File: config.mk
export PLATFORM = sky130hd
export DESIGN_NAME = dram_refresh_seq
export DESIGN_NICKNAME = d
export VERILOG_FILES = /design/src/rtl/dram_ref_pkg.sv /design/src/rtl/ref_row_ctr.sv /design/src/rtl/ref_ctrl.sv /design/src/rtl/ref_strobe_gen.sv /design/src/rtl/dram_refresh_seq.sv
export SDC_FILE = /design/constraint.sdc
export NUM_CORES = 1
export LEC_CHECK = 0
export ABC_AREA = 0
export CORE_MARGIN = 3
export CORE_UTILIZATION = 46
export CTS_CLUSTER_SIZE = 10
export DETAILED_ROUTE_END_ITERATION = 8
export HOLD_SLACK_MARGIN = 0.1
export PLACE_DENSITY_LB_ADDON = 0.2
export SYNTH_ARGS = -nofsm -noshare
export SYNTH_HDL_FRONTEND = slang
export SYNTH_SLANG_ARGS = --single-unit
File: constraint.sdc
create_clock -name clk_i -period 2.8 [get_ports clk_i]
set_clock_uncertainty 0.1 [all_clocks]
set_input_delay 0.42 -clock clk_i [delete_from_list [all_inputs] [get_ports clk_i]]
set_output_delay 0.42 -clock clk_i [all_outputs]
set_load 0.05 [all_outputs]
File: src/rtl/dram_ref_pkg.sv
package dram_ref_pkg;

  typedef enum logic [1:0] {ST_IDLE, ST_SETUP, ST_ACT, ST_PRE} ref_state_e;

  localparam int T_ASR_NS     = 0;
  localparam int T_CRP_NS     = 5;
  localparam int T_RPC_NS     = 5;
  localparam int T_CP_NS      = 10;
  localparam int T_WRP_NS     = 10;
  localparam int T_WRH_NS     = 10;
  localparam int T_RAH_NS     = 10;
  localparam int T_RAS_MAX_NS = 10000;

  function automatic int ns2cyc(input int ns, input int clk);
    return (ns + clk - 1) / clk;
  endfunction

  function automatic int imax(input int a, input int b);
    return (a > b) ? a : b;
  endfunction

  function automatic int t_ras_ns(input int g);
    if (g == 0) return 60; else if (g == 1) return 70; else return 80;
  endfunction

  function automatic int t_rc_ns(input int g);
    if (g == 0) return 105; else if (g == 1) return 125; else return 150;
  endfunction

  function automatic int t_rp_ns(input int g);
    if (g == 0) return 40; else if (g == 1) return 50; else return 60;
  endfunction

  function automatic int t_chr_ns(input int g);
    if (g == 0) return 10; else if (g == 1) return 12; else return 15;
  endfunction

  function automatic int t_csr_ns(input int g);
    if (g == 2) return 10; else return 5;
  endfunction

  function automatic int setup_cyc(input int g, input int clk, input bit cbr);
    if (cbr)
      return imax(imax(ns2cyc(t_csr_ns(g), clk), ns2cyc(T_WRP_NS, clk)), 1);
    return imax(imax(ns2cyc(T_ASR_NS, clk), ns2cyc(T_CRP_NS, clk)),
                imax(ns2cyc(T_WRP_NS, clk), 1));
  endfunction

  function automatic int chr_cyc(input int g, input int clk);
    return ns2cyc(t_chr_ns(g), clk);
  endfunction

  function automatic int act_cyc(input int g, input int clk);
    return imax(imax(ns2cyc(t_ras_ns(g), clk), ns2cyc(T_RAH_NS, clk)),
                imax(ns2cyc(T_WRH_NS, clk), imax(chr_cyc(g, clk), 1)));
  endfunction

  function automatic int pre_cyc(input int g, input int clk);
    return imax(imax(ns2cyc(t_rp_ns(g), clk), ns2cyc(T_RPC_NS, clk)),
                imax(ns2cyc(T_CP_NS, clk), ns2cyc(t_rc_ns(g), clk) - act_cyc(g, clk)));
  endfunction

endpackage

File: src/rtl/ref_row_ctr.sv
module ref_row_ctr #(
  parameter int ROW_W = 10
) (
  input  logic             clk_i,
  input  logic             rst_ni,
  input  logic             adv_i,
  output logic [ROW_W-1:0] row_o
);
  logic [ROW_W-1:0] row_q;

  always_ff @(posedge clk_i or negedge rst_ni) begin
    if (!rst_ni)    row_q <= '0;
    else if (adv_i) row_q <= row_q + 1'b1;  // wraps naturally
  end

  assign row_o = row_q;
endmodule

File: src/rtl/ref_ctrl.sv
module ref_ctrl
  import dram_ref_pkg::*;
#(
  parameter int SU_RO  = 2,
  parameter int SU_CBR = 2,
  parameter int ACT_C  = 8,
  parameter int PRE_C  = 6,
  parameter int CNT_W  = 4
) (
  input  logic             clk_i,
  input  logic             rst_ni,
  input  logic             req_i,
  input  logic             cbr_mode_i,
  output ref_state_e       state_d_o,
  output logic [CNT_W-1:0] cnt_d_o,
  output logic             cbr_d_o,
  output logic             row_adv_o,
  output logic             done_o
);
  ref_state_e       state_q, state_d;
  logic [CNT_W-1:0] cnt_q, cnt_d;
  logic             cbr_q, cbr_d, fin, done_q;

  always_comb begin
    state_d = state_q;
    cnt_d   = cnt_q;
    cbr_d   = cbr_q;
    fin     = 1'b0;
    case (state_q)
      ST_IDLE: if (req_i) begin
        state_d = ST_SETUP;
        cbr_d   = cbr_mode_i;  // latched once per refresh
        cnt_d   = cbr_mode_i ? CNT_W'(SU_CBR - 1) : CNT_W'(SU_RO - 1);
      end
      ST_SETUP: if (cnt_q == '0) begin
        state_d = ST_ACT;
        cnt_d   = CNT_W'(ACT_C - 1);
      end else cnt_d = cnt_q - 1'b1;
      ST_ACT: if (cnt_q == '0) begin
        state_d = ST_PRE;
        cnt_d   = CNT_W'(PRE_C - 1);
      end else cnt_d = cnt_q - 1'b1;
      ST_PRE: if (cnt_q == '0) begin
        state_d = ST_IDLE;
        fin     = 1'b1;
      end else cnt_d = cnt_q - 1'b1;
      default: state_d = ST_IDLE;
    endcase
  end

  always_ff @(posedge clk_i or negedge rst_ni) begin
    if (!rst_ni) begin
      state_q <= ST_IDLE;
      cnt_q   <= '0;
      cbr_q   <= 1'b0;
      done_q  <= 1'b0;
    end else begin
      state_q <= state_d;
      cnt_q   <= cnt_d;
      cbr_q   <= cbr_d;
      done_q  <= fin;
    end
  end

  assign state_d_o = state_d;
  assign cnt_d_o   = cnt_d;
  assign cbr_d_o   = cbr_d;
  assign row_adv_o = fin & ~cbr_q;
  assign done_o    = done_q;
endmodule

File: src/rtl/ref_strobe_gen.sv
module ref_strobe_gen
  import dram_ref_pkg::*;
#(
  parameter int CNT_W   = 4,
  parameter int ACT_C   = 8,
  parameter int CHR_C   = 2,
  parameter int ADDR_W  = 10,
  parameter int NUM_CAS = 2
) (
  input  logic               clk_i,
  input  logic               rst_ni,
  input  ref_state_e         state_d_i,
  input  logic [CNT_W-1:0]   cnt_d_i,
  input  logic               cbr_d_i,
  input  logic [ADDR_W-1:0]  row_i,
  output logic               ras_n_o,
  output logic [NUM_CAS-1:0] cas_n_o,
  output logic [ADDR_W-1:0]  addr_o
);
  localparam logic [CNT_W-1:0] CAS_REL = CNT_W'(ACT_C - CHR_C);

  logic ras_low, cas_low, drive_row;
  logic ras_n_q;
  logic [ADDR_W-1:0] addr_q;

  // column strobes stay low through setup and the first CHR_C cycles of ACT
  assign ras_low   = (state_d_i == ST_ACT);
  assign cas_low   = cbr_d_i && ((state_d_i == ST_SETUP) ||
                                 (ras_low && (cnt_d_i >= CAS_REL)));
  assign drive_row = !cbr_d_i && ((state_d_i == ST_SETUP) || ras_low);

  always_ff @(posedge clk_i or negedge rst_ni) begin
    if (!rst_ni) begin
      ras_n_q <= 1'b1;
      addr_q  <= '0;
    end else begin
      ras_n_q <= !ras_low;
      addr_q  <= drive_row ? row_i : '0;
    end
  end

  for (genvar i = 0; i < NUM_CAS; i++) begin : g_cas
    logic cas_n_q;
    always_ff @(posedge clk_i or negedge rst_ni) begin
      if (!rst_ni) cas_n_q <= 1'b1;
      else         cas_n_q <= !cas_low;
    end
    assign cas_n_o[i] = cas_n_q;
  end

  assign ras_n_o = ras_n_q;
  assign addr_o  = addr_q;
endmodule

File: src/rtl/dram_refresh_seq.sv
module dram_refresh_seq
  import dram_ref_pkg::*;
#(
  parameter int CLK_PERIOD_NS = 8,
  parameter int SPEED_GRADE   = 0,
  parameter int ADDR_W        = 10
) (
  input  logic              clk_i,
  input  logic              rst_ni,
  input  logic              req_i,
  input  logic              cbr_mode_i,
  output logic              ras_n_o,
  output logic              casl_n_o,
  output logic              cash_n_o,
  output logic              we_n_o,
  output logic [ADDR_W-1:0] addr_o,
  output logic              done_o
);
  localparam int SU_RO  = setup_cyc(SPEED_GRADE, CLK_PERIOD_NS, 1'b0);
  localparam int SU_CBR = setup_cyc(SPEED_GRADE, CLK_PERIOD_NS, 1'b1);
  localparam int ACT_C  = act_cyc(SPEED_GRADE, CLK_PERIOD_NS);
  localparam int CHR_C  = chr_cyc(SPEED_GRADE, CLK_PERIOD_NS);
  localparam int PRE_C  = pre_cyc(SPEED_GRADE, CLK_PERIOD_NS);
  localparam int MAXLEN = imax(imax(SU_RO, SU_CBR), imax(ACT_C, PRE_C));
  localparam int CNT_W  = $clog2(MAXLEN + 1);

  ref_state_e        state_d;
  logic [CNT_W-1:0]  cnt_d;
  logic              cbr_d, row_adv;
  logic [ADDR_W-1:0] row;
  logic [1:0]        cas_n;

  ref_ctrl #(
    .SU_RO(SU_RO), .SU_CBR(SU_CBR), .ACT_C(ACT_C), .PRE_C(PRE_C), .CNT_W(CNT_W)
  ) u_ctrl (
    .clk_i, .rst_ni, .req_i, .cbr_mode_i,
    .state_d_o(state_d), .cnt_d_o(cnt_d), .cbr_d_o(cbr_d),
    .row_adv_o(row_adv), .done_o(done_o)
  );

  ref_row_ctr #(.ROW_W(ADDR_W)) u_row (
    .clk_i, .rst_ni, .adv_i(row_adv), .row_o(row)
  );

  ref_strobe_gen #(
    .CNT_W(CNT_W), .ACT_C(ACT_C), .CHR_C(CHR_C), .ADDR_W(ADDR_W), .NUM_CAS(2)
  ) u_strb (
    .clk_i, .rst_ni, .state_d_i(state_d), .cnt_d_i(cnt_d), .cbr_d_i(cbr_d),
    .row_i(row), .ras_n_o(ras_n_o), .cas_n_o(cas_n), .addr_o(addr_o)
  );

  assign casl_n_o = cas_n[0];
  assign cash_n_o = cas_n[1];
  assign we_n_o   = 1'b1;  // refresh never writes
endmodule

# ---- Word level (Yosys, flattened, before mapping)
# Cells that the tools add are included.
dict set report word_totals {
  elab_cells 43
  register_bits 30
  input_bits 4
}
dict set report classes {
  order_cmp 1
  n_mux 15
  n_bitwise 2
  add_sub_neg 2
  eq_ne 5
  reduce_logical 10
}
# operator n
set ops {}
lappend ops {{two-way mux 4 bit} 4}
lappend ops {{one-hot mux 4 bit (4 select lines)} 1}
lappend ops {{adder 10 x 1 -> 10 bit, second input constant} 1}
lappend ops {{two-way mux 10 bit} 1}
lappend ops {{two-way mux 2 bit} 4}
lappend ops {{one-hot mux 2 bit (4 select lines)} 1}
lappend ops {{equality test 2 bit, second input constant} 3}
lappend ops {{equality test 2 x 1 -> 1 bit, second input constant} 2}
lappend ops {{greater-or-equal comparator 4 x 3 -> 1 bit, second input constant} 1}
lappend ops {{zero test 4 bit} 1}
lappend ops {{two-way mux 1 bit} 4}
lappend ops {{subtractor 4 x 1 -> 4 bit, second input constant} 1}
lappend ops {{logical AND 1 bit} 3}
lappend ops {{zero test 1 bit} 3}
lappend ops {{zero test 2 bit} 1}
lappend ops {{logical OR 1 bit} 2}
lappend ops {{bitwise AND 1 bit} 1}
lappend ops {{NOT 1 bit} 1}

# ---- Longest topological paths before layout
# Gate-level depths: netlist (run 1).
dict set report depth {
  ltp_word 8
  depth_mapped 9
  mapped_depth_nobuf 8
}

# ---- Modules after synthesis
# From an unflattened synthesis (run 1), not the netlist that was laid out.
dict set report hier_totals {
  cells_unflattened 114
  area_unflattened_um2 1328.8
}
# mod cells_per_inst area_per_inst_um2 n_inst
set modules_own_cells {}
lappend modules_own_cells {ref_strobe_gen 32 444.2 1}
lappend modules_own_cells {ref_ctrl 45 439.2 1}
lappend modules_own_cells {ref_row_ctr 35 434.2 1}
lappend modules_own_cells {dram_refresh_seq 2 11.3 1}

# ---- Worst setup path before layout (run 1)
# OpenSTA, ideal clock, no wires.
dict set report synth_timing {
  kind {flip-flop to flip-flop}
  start {reg u_ctrl.cnt_q[0]}
  end {reg u_row.row_q[9], in the netlist u_row.row_o[9]}
  setup_ns 0.122
  stages_incl_launch_ff 8
  path_slack_ns 0.410
  arrival_ns 2.167
  synth_period_minus_slack_ns 2.390
  n_path_buf 1
  path_cell_list {dfrtp_1 -> inv_1 -> ha_1 -> or3b_1 -> buf_2 -> or4b_4 -> or3_4 -> xnor2_2}
}
dict set report synth_between {
  elab_chain_cells 4
}
# element line_no
set synth_rtl {}
lappend synth_rtl {{from (decl)} ref_ctrl.sv:21} ;# logic [CNT_W-1:0] cnt_q, cnt_d;
lappend synth_rtl {{from (signal assigned)} ref_ctrl.sv:59} ;# cnt_q <= cnt_d;
lappend synth_rtl {{zero test 4 bit} ref_ctrl.sv:43} ;# ST_PRE: if (cnt_q == '0) begin
lappend synth_rtl {{two-way mux 1 bit} ref_ctrl.sv:43}
lappend synth_rtl {{two-way mux 1 bit} ref_ctrl.sv:29} ;# case (state_q)
lappend synth_rtl {{bitwise AND 1 bit} ref_ctrl.sv:68} ;# assign row_adv_o = fin & ~cbr_q;
lappend synth_rtl {{to (signal assigned)} ref_row_ctr.sv:13} ;# else if (adv_i) row_q <= row_q + 1'b1;
lappend synth_rtl {{to (decl)} ref_row_ctr.sv:9} ;# logic [ROW_W-1:0] row_q;
# No other way between the ends.
# A chain may end at the register's enable or synchronous reset.

# ---- Worst setup path in the final report (run 1)
# Ends and elaborated chain as after synthesis.

==> flow_summary.toml, run 1 <==
[detailed_routing]
drc_errors = 0
wl_per_cell_microns = 13.4
drtPass1Iterations = 4
ant_nets = 0
drt_iter0_drc = 13
vias = 901
via_per_inst = 5.27
wirelength_mm = 2.29

[power]
p_leak_nw = 0.756
switching_share_pct = 40.4
fin_total_pwr_mw = 1.47
internal_power_uw = 876
combPwrFrac_pct = 41.4
p_sw_uw = 595
p_seq_share_pct = 42.8
vdd_ir_drop_max_v = 0.000704
powerDensity_nw_per_um2 = 917
clkPwrFrac_pct = 15.7

[yosys]
synthArstFlopShare_pct = 100
synth_seq_cells = 30
synth-edff-count = 0
syn_nets = 127
yosys-top-cells-area = "dfrtp_1 (52%), and2_1 (4.6%), ha_1 (4.6%), dfstp_2 (3.9%), xnor2_1 (3.9%)"
synth-warning-count = 0
ys_types = 36
synth_area_sq_um = 1350
synth_cells = 118
avgSynthCellArea_sq_um = 11.5
yosys_most_used_dff = "dfrtp_1"
yosysSeqAreaShare_pct = 55.7
synth_top_area_cell = "dfrtp_1"
yosysTopAreaCellShare_pct = 51.8

[die]
initial_core_util_pct = 48.6
boundaryPins = 19
core_sq_um = 2780
die_w_microns = 60.2
rows = 19
die_h_microns = 60.2
dieArea_sq_um = 3630

[clock_network]
holdBufCountCts = 0
clockBufferDepth = 2
clk_latency_ps = 330
clock_sinks = 30
cts_setup_buffers = 0
cts_tree = "done"
cts_buffers = 5
ctsResizeCount = 0
cts.htree.levels = 2
clk_pin_slew_ps = 90
cts-root-buf = "clkbuf_4"

[placement]
dpl.hpwl_mm = 1.62
finalWeightedCongestion = 0.887
place_ws_ps = 335
port_buffers = 17

[setup_path]
cpPeakStageDelay_ps = 560
slowest_stage = "or4b_4"
start_kind = "flop"
critPathTopFamily = "simple AND/OR/NAND/NOR gates"
cp-end-kind = "flop"
cp_num_buf_inv = 1
crit_chain = "inv_1, ha_1, or3b_1, or4b_4, or3_4, xnor2_2"
cp.arrival_ps = 2590
cp_data_required_time_ps = 2930
criticalPathCategory = "reg -> reg"
cp_max_fo = 6

[timing]
fin_crit_ps = 2460
setup_violations = 0
tns_ps = 0
rsz0062_at_grt = "false"
fin_crit_sh_pct = 87.9
worst_slack_ps = 340
hold_violations = 0
max_freq_ghz = 0.406
maxSlewHeadroom_pct = 66.4
worst_pin_slew_ps = 503
slew_viol_final = 0

[global_route]
antenna_found_initial = 0
track_usage_pct = 15.6
grt_pass1_vias = 885
grt_pass1_wl_mm = 4.07
grt_start_max_net_pins = 31
grt.overflow.total = 0

[run]
cap_violations = 0

[run_status]
status = "finished clean"

[worst_hold_path]
hold_class = "in -> async"

[final_layout]
layout-drive-gt1-share_pct = 15.7
fillers = 252
area_delta_synth_final_pct = 18.6
antennaDiodeCount = 0
fin_nets = 149
==> synth_stat cells, types with 2 or more instances <==
cell type / number
a21o_1: 2
nand4_1: 4
xnor2_1: 6
mux2_2: 2
o31ai_1: 3
xor2_1: 3
or2_2: 2
nand2_1: 9
buf_4: 2
dfrtp_1: 28
clkbuf_1: 2
nor2_1: 5
and2_1: 10
inv_1: 7
a21oi_1: 2
ha_1: 5
nor3_1: 5
dfstp_2: 2
o21ai_0: 2
==> per-layer routing <==
metal | global-route usage [%] | up-vias | wire, microns
li1 | - | 438 | -
met1 | 20.3 | 430 | 1060
met2 | 22.8 | 26 | 1020
met3 | 6.26 | 7 | 163
met4 | 6.65 | 0 | 49
met5 | 0 | - | 0
==> power by group through the flow <==
stage	Sequential, mW	Clock [mW]	Combinational (mW)
detailed placement	0.636	0	0.609
floorplan	0.670	0	0.389
global route	0.646	0.263	0.686
global placement	0.633	0	0.593
CTS	0.629	0.243	0.622
finish	0.630	0.232	0.610
==> worst paths after layout <==
path                                             from  cells after the start                    endpoint  slack [ps]
setup / recovery            u_ctrl.cnt_q[0]$_DFF_PN0_                      6  u_row.row_o[9]$_DFFE_PN0P_         340
hold / removal                                 rst_ni                      2  u_strb.addr_o[9]$_DFF_PN0_         370
setup reg to reg            u_ctrl.cnt_q[0]$_DFF_PN0_                      6  u_row.row_o[9]$_DFFE_PN0P_         340
hold reg to reg            u_row.row_o[9]$_DFFE_PN0P_                      1  u_row.row_o[9]$_DFFE_PN0P_         400
max in group asynchronous                      rst_ni                      2    u_strb.ras_n_o$_DFF_PN1_        1920
min in group clk_i         u_row.row_o[9]$_DFFE_PN0P_                      1  u_row.row_o[9]$_DFFE_PN0P_         400
==> area by class of cell <==
cell class	instances	area, sq um	share of cell area [%]
sequential	30	753	47.0
timing repair buffer	20	193	12.0
inverter	7	26.3	1.64
clock buffer	5	37.5	2.34
tap	31	38.8	2.42
multi-input combinational	76	546	34.0
clock inverter	2	10.0	0.624
==> through the flow <==
step	utilization, %	hold slack (ps)	std cells	instance area, sq um
final	57.7	368	171	1600
after global routing	57.7	388	171	1600
after CTS	57.7	379	171	1600
after detailed placement	56.0	386	164	1560
after global placement	56.0	380	164	1560
after floorplan	-	24.4	118	1350
==> layout by cell type (no fill, tap or decap), types with 2 or more instances in the layout <==
cell type,n
dfrtp_1,28
clkdlybuf4s50_1,17
and2_1,10
nand2_1,9
inv_1,7
xnor2_1,6
nor3_1,5
nor2_1,5
ha_1,5
clkbuf_4,5
nand4_1,4
o31ai_1,3
xor2_1,3
buf_4,3
a21oi_1,2
or2_2,2
a21o_1,2
o21ai_0,2
mux2_2,2
clkinv_2,2
dfstp_2,2
==> kinds of logic (layout without fill, tap and decap cells) <==
group | count (synthesis) | count (layout) | share of synthesized area [%]
other | 1 | 1 | 0.277
DFF | 30 | 30 | 55.7
muxes | 2 | 2 | 1.67
buffers and inverters | 12 | 34 | 3.98
AOI/OAI and AO/OA | 13 | 13 | 6.75
and+or+nand+nor | 45 | 45 | 20.0
adders and majority gates | 5 | 5 | 4.63
xor gates and xnor gates | 10 | 10 | 7.03
==> state kept, by name, indices dropped and copies added, names as in the netlist <==
name	count
u_strb.g_cas.cas_n_q	1
u_strb.addr_o	10
u_ctrl.cbr_q	1
u_strb.ras_n_o	1
u_row.row_o	10
u_ctrl.done_o	1
u_ctrl.state_q	2
u_ctrl.cnt_q	4
(Power assumes the default switching activity.)
==> run 2, diff against run 1 <==
Settings changed: CELL_PAD_IN_SITES_DETAIL_PLACEMENT from default to 1, CELL_PAD_IN_SITES_GLOBAL_PLACEMENT from default to 1, CORE_UTILIZATION 46 to 42.
==> run 2 against run 1 <==
  * Maximum frequency down 2.8%
  * Wire length up 17%
  * Global-route usage up 0.38 points
  * Via count up 4.2%
  * Sequential power about the same
  * Sequential share of layout area down 0.33 points
  * Register-to-register slack worse by 70 ps
  * Critical endpoint unchanged
==> flow_summary.toml, run 2 (same netlist as run 1, synthesis figures left out) <==
[run_status]
status = "finished clean"

[clock_network]
cts_buffers = 5
clk_latency_ps = 330
cts_tree = "done"
clk_pin_slew_ps = 90
clock_sinks = 30
cts.htree.levels = 2
cts-root-buf = "clkbuf_4"
holdBufCountCts = 0
ctsResizeCount = 0
cts_setup_buffers = 0
clockBufferDepth = 2

[power]
p_leak_nw = 0.750
p_seq_share_pct = 42.6
p_sw_uw = 599
clkPwrFrac_pct = 15.7
switching_share_pct = 40.5
powerDensity_nw_per_um2 = 916
vdd_ir_drop_max_v = 0.000510
combPwrFrac_pct = 41.6
internal_power_uw = 880

[timing]
max_freq_ghz = 0.395
rsz0062_at_grt = "false"
fin_crit_ps = 2530
setup_violations = 0
hold_violations = 0
worst_pin_slew_ps = 513
maxSlewHeadroom_pct = 64.9
fin_crit_sh_pct = 90.4
tns_ps = 0
slew_viol_final = 0

[final_layout]
fin_nets = 149
layout_common_cells = "dfrtp_1 (28), clkdlybuf4s50_1 (17), and2_1 (10)"
seqCellArea_sq_um = 753
area_delta_synth_final_pct = 19.4
antennaDiodeCount = 0
fin_util_pct = 55.7
multiInputGateArea_sq_um = 546
layout-drive-gt1-share_pct = 14.3
fillers = 323
layout_commonest_cell = "dfrtp_1"

[detailed_routing]
wirelength_mm = 2.68
drtPass1Iterations = 4
vias = 939
drt_iter0_drc = 45
via_per_inst = 5.16
drc_errors = 0
wl_per_cell_microns = 14.7
ant_nets = 0

[global_route]
grt_start_max_net_pins = 31
track_usage_pct = 16.0
grt_pass1_vias = 999
grt_pass1_wl_mm = 4.77
antenna_found_initial = 0
grt.overflow.total = 0

[placement]
finalWeightedCongestion = 0.921
dpl.hpwl_mm = 1.94
port_buffers = 17

[run]
cap_violations = 0

[die]
dieArea_sq_um = 3940
boundaryPins = 19
core_sq_um = 2900
die_h_microns = 62.8
die_w_microns = 62.8
initial_core_util_pct = 46.6
rows = 19

[setup_path]
cp-end-kind = "flop"
criticalPathCategory = "reg -> reg"
crit_start = "u_ctrl.cnt_q[0]$_DFF_PN0_"
reg2reg_from = "u_ctrl.cnt_q[0]$_DFF_PN0_"
cp_data_required_time_ps = 2920
cp.arrival_ps = 2650
reg2reg_setup_slack_ps = 270
cp-endpoint = "u_row.row_o[9]$_DFFE_PN0P_"
cp_max_fo = 6
reg2reg_depth = 6
start_kind = "flop"
r2r_end = "u_row.row_o[9]$_DFFE_PN0P_"

[worst_hold_path]
hold_class = "in -> async"
==> run 2: changes by cell type in the layout (fill, tap and decap cells not counted), sizes merged <==
cell	delta
clkbuf	+2
clkinv	-2
==> run 2: cell type report <==
| class | instances | share of cell area (%) |
|---|---|---|
| clock buffers | 7 | 2.79 |
| inverters | 7 | 1.63 |
| multi-input cells | 76 | 33.8 |
| flip-flops and latches | 30 | 46.6 |
| well taps | 42 | 3.25 |
| repair buffers | 20 | 11.9 |
==> run 2: power groups by stage <==
stage | Combinational (mW) | Clock [mW] | Sequential (mW)
6_report | 0.616 | 0.233 | 0.631
2_1_floorplan | 0.389 | 0 | 0.670
5_1_grt | 0.699 | 0.270 | 0.653
3_5_place_dp | 0.622 | 0 | 0.637
4_1_cts | 0.627 | 0.244 | 0.629
3_3_place_gp | 0.596 | 0 | 0.634
==> run 2: metrics by stage <==
stage / instance area [sq um] / worst slack [ps] / hold WS [ps] / cells / power (mW)
detailed placement: 1570 / 298 / 396 / 175 / 1.26
CTS: 1620 / 260 / 384 / 182 / 1.50
global placement: 1570 / 384 / 378 / 175 / 1.23
finish: 1620 / 268 / 369 / 182 / 1.48
global route: 1620 / 136 / 404 / 182 / 1.62
floorplan: 1350 / 410 / 24.4 / 118 / 1.06
==> run 2: worst min-delay path by stage <==
stage / startpoint / cells past startpoint / endpoint / slack [ps]
after floorplan: rst_ni / 0 / u_ctrl.cbr_q$_DFF_PN0_ / 20
after global placement: u_row.row_o[8]$_DFFE_PN0P_ / 1 / u_row.row_o[8]$_DFFE_PN0P_ / 380
after detailed placement: u_row.row_o[8]$_DFFE_PN0P_ / 1 / u_row.row_o[8]$_DFFE_PN0P_ / 400
after CTS: rst_ni / 2 / u_strb.addr_o[6]$_DFF_PN0_ / 380
after global routing: rst_ni / 2 / u_row.row_o[3]$_DFFE_PN0P_ / 400
final: rst_ni / 2 / u_strb.addr_o[6]$_DFF_PN0_ / 370
==> run 2: layer usage <==
layer  wire [microns]  share of wire, %  GRT usage (%)
met1             1170                43           18.8
met2             1300                48           25.0
met3              161               6.0           6.65
met4               61               2.3           7.99
met5                0                 0              0
==> run 2: worst max-delay path, stage by stage (launching register included) <==
cell	delay (ps)
dfrtp_1	420
inv_1	70
ha_1	240
or3b_1	470
or4b_4	570
or3_4	410
xnor2_2	140
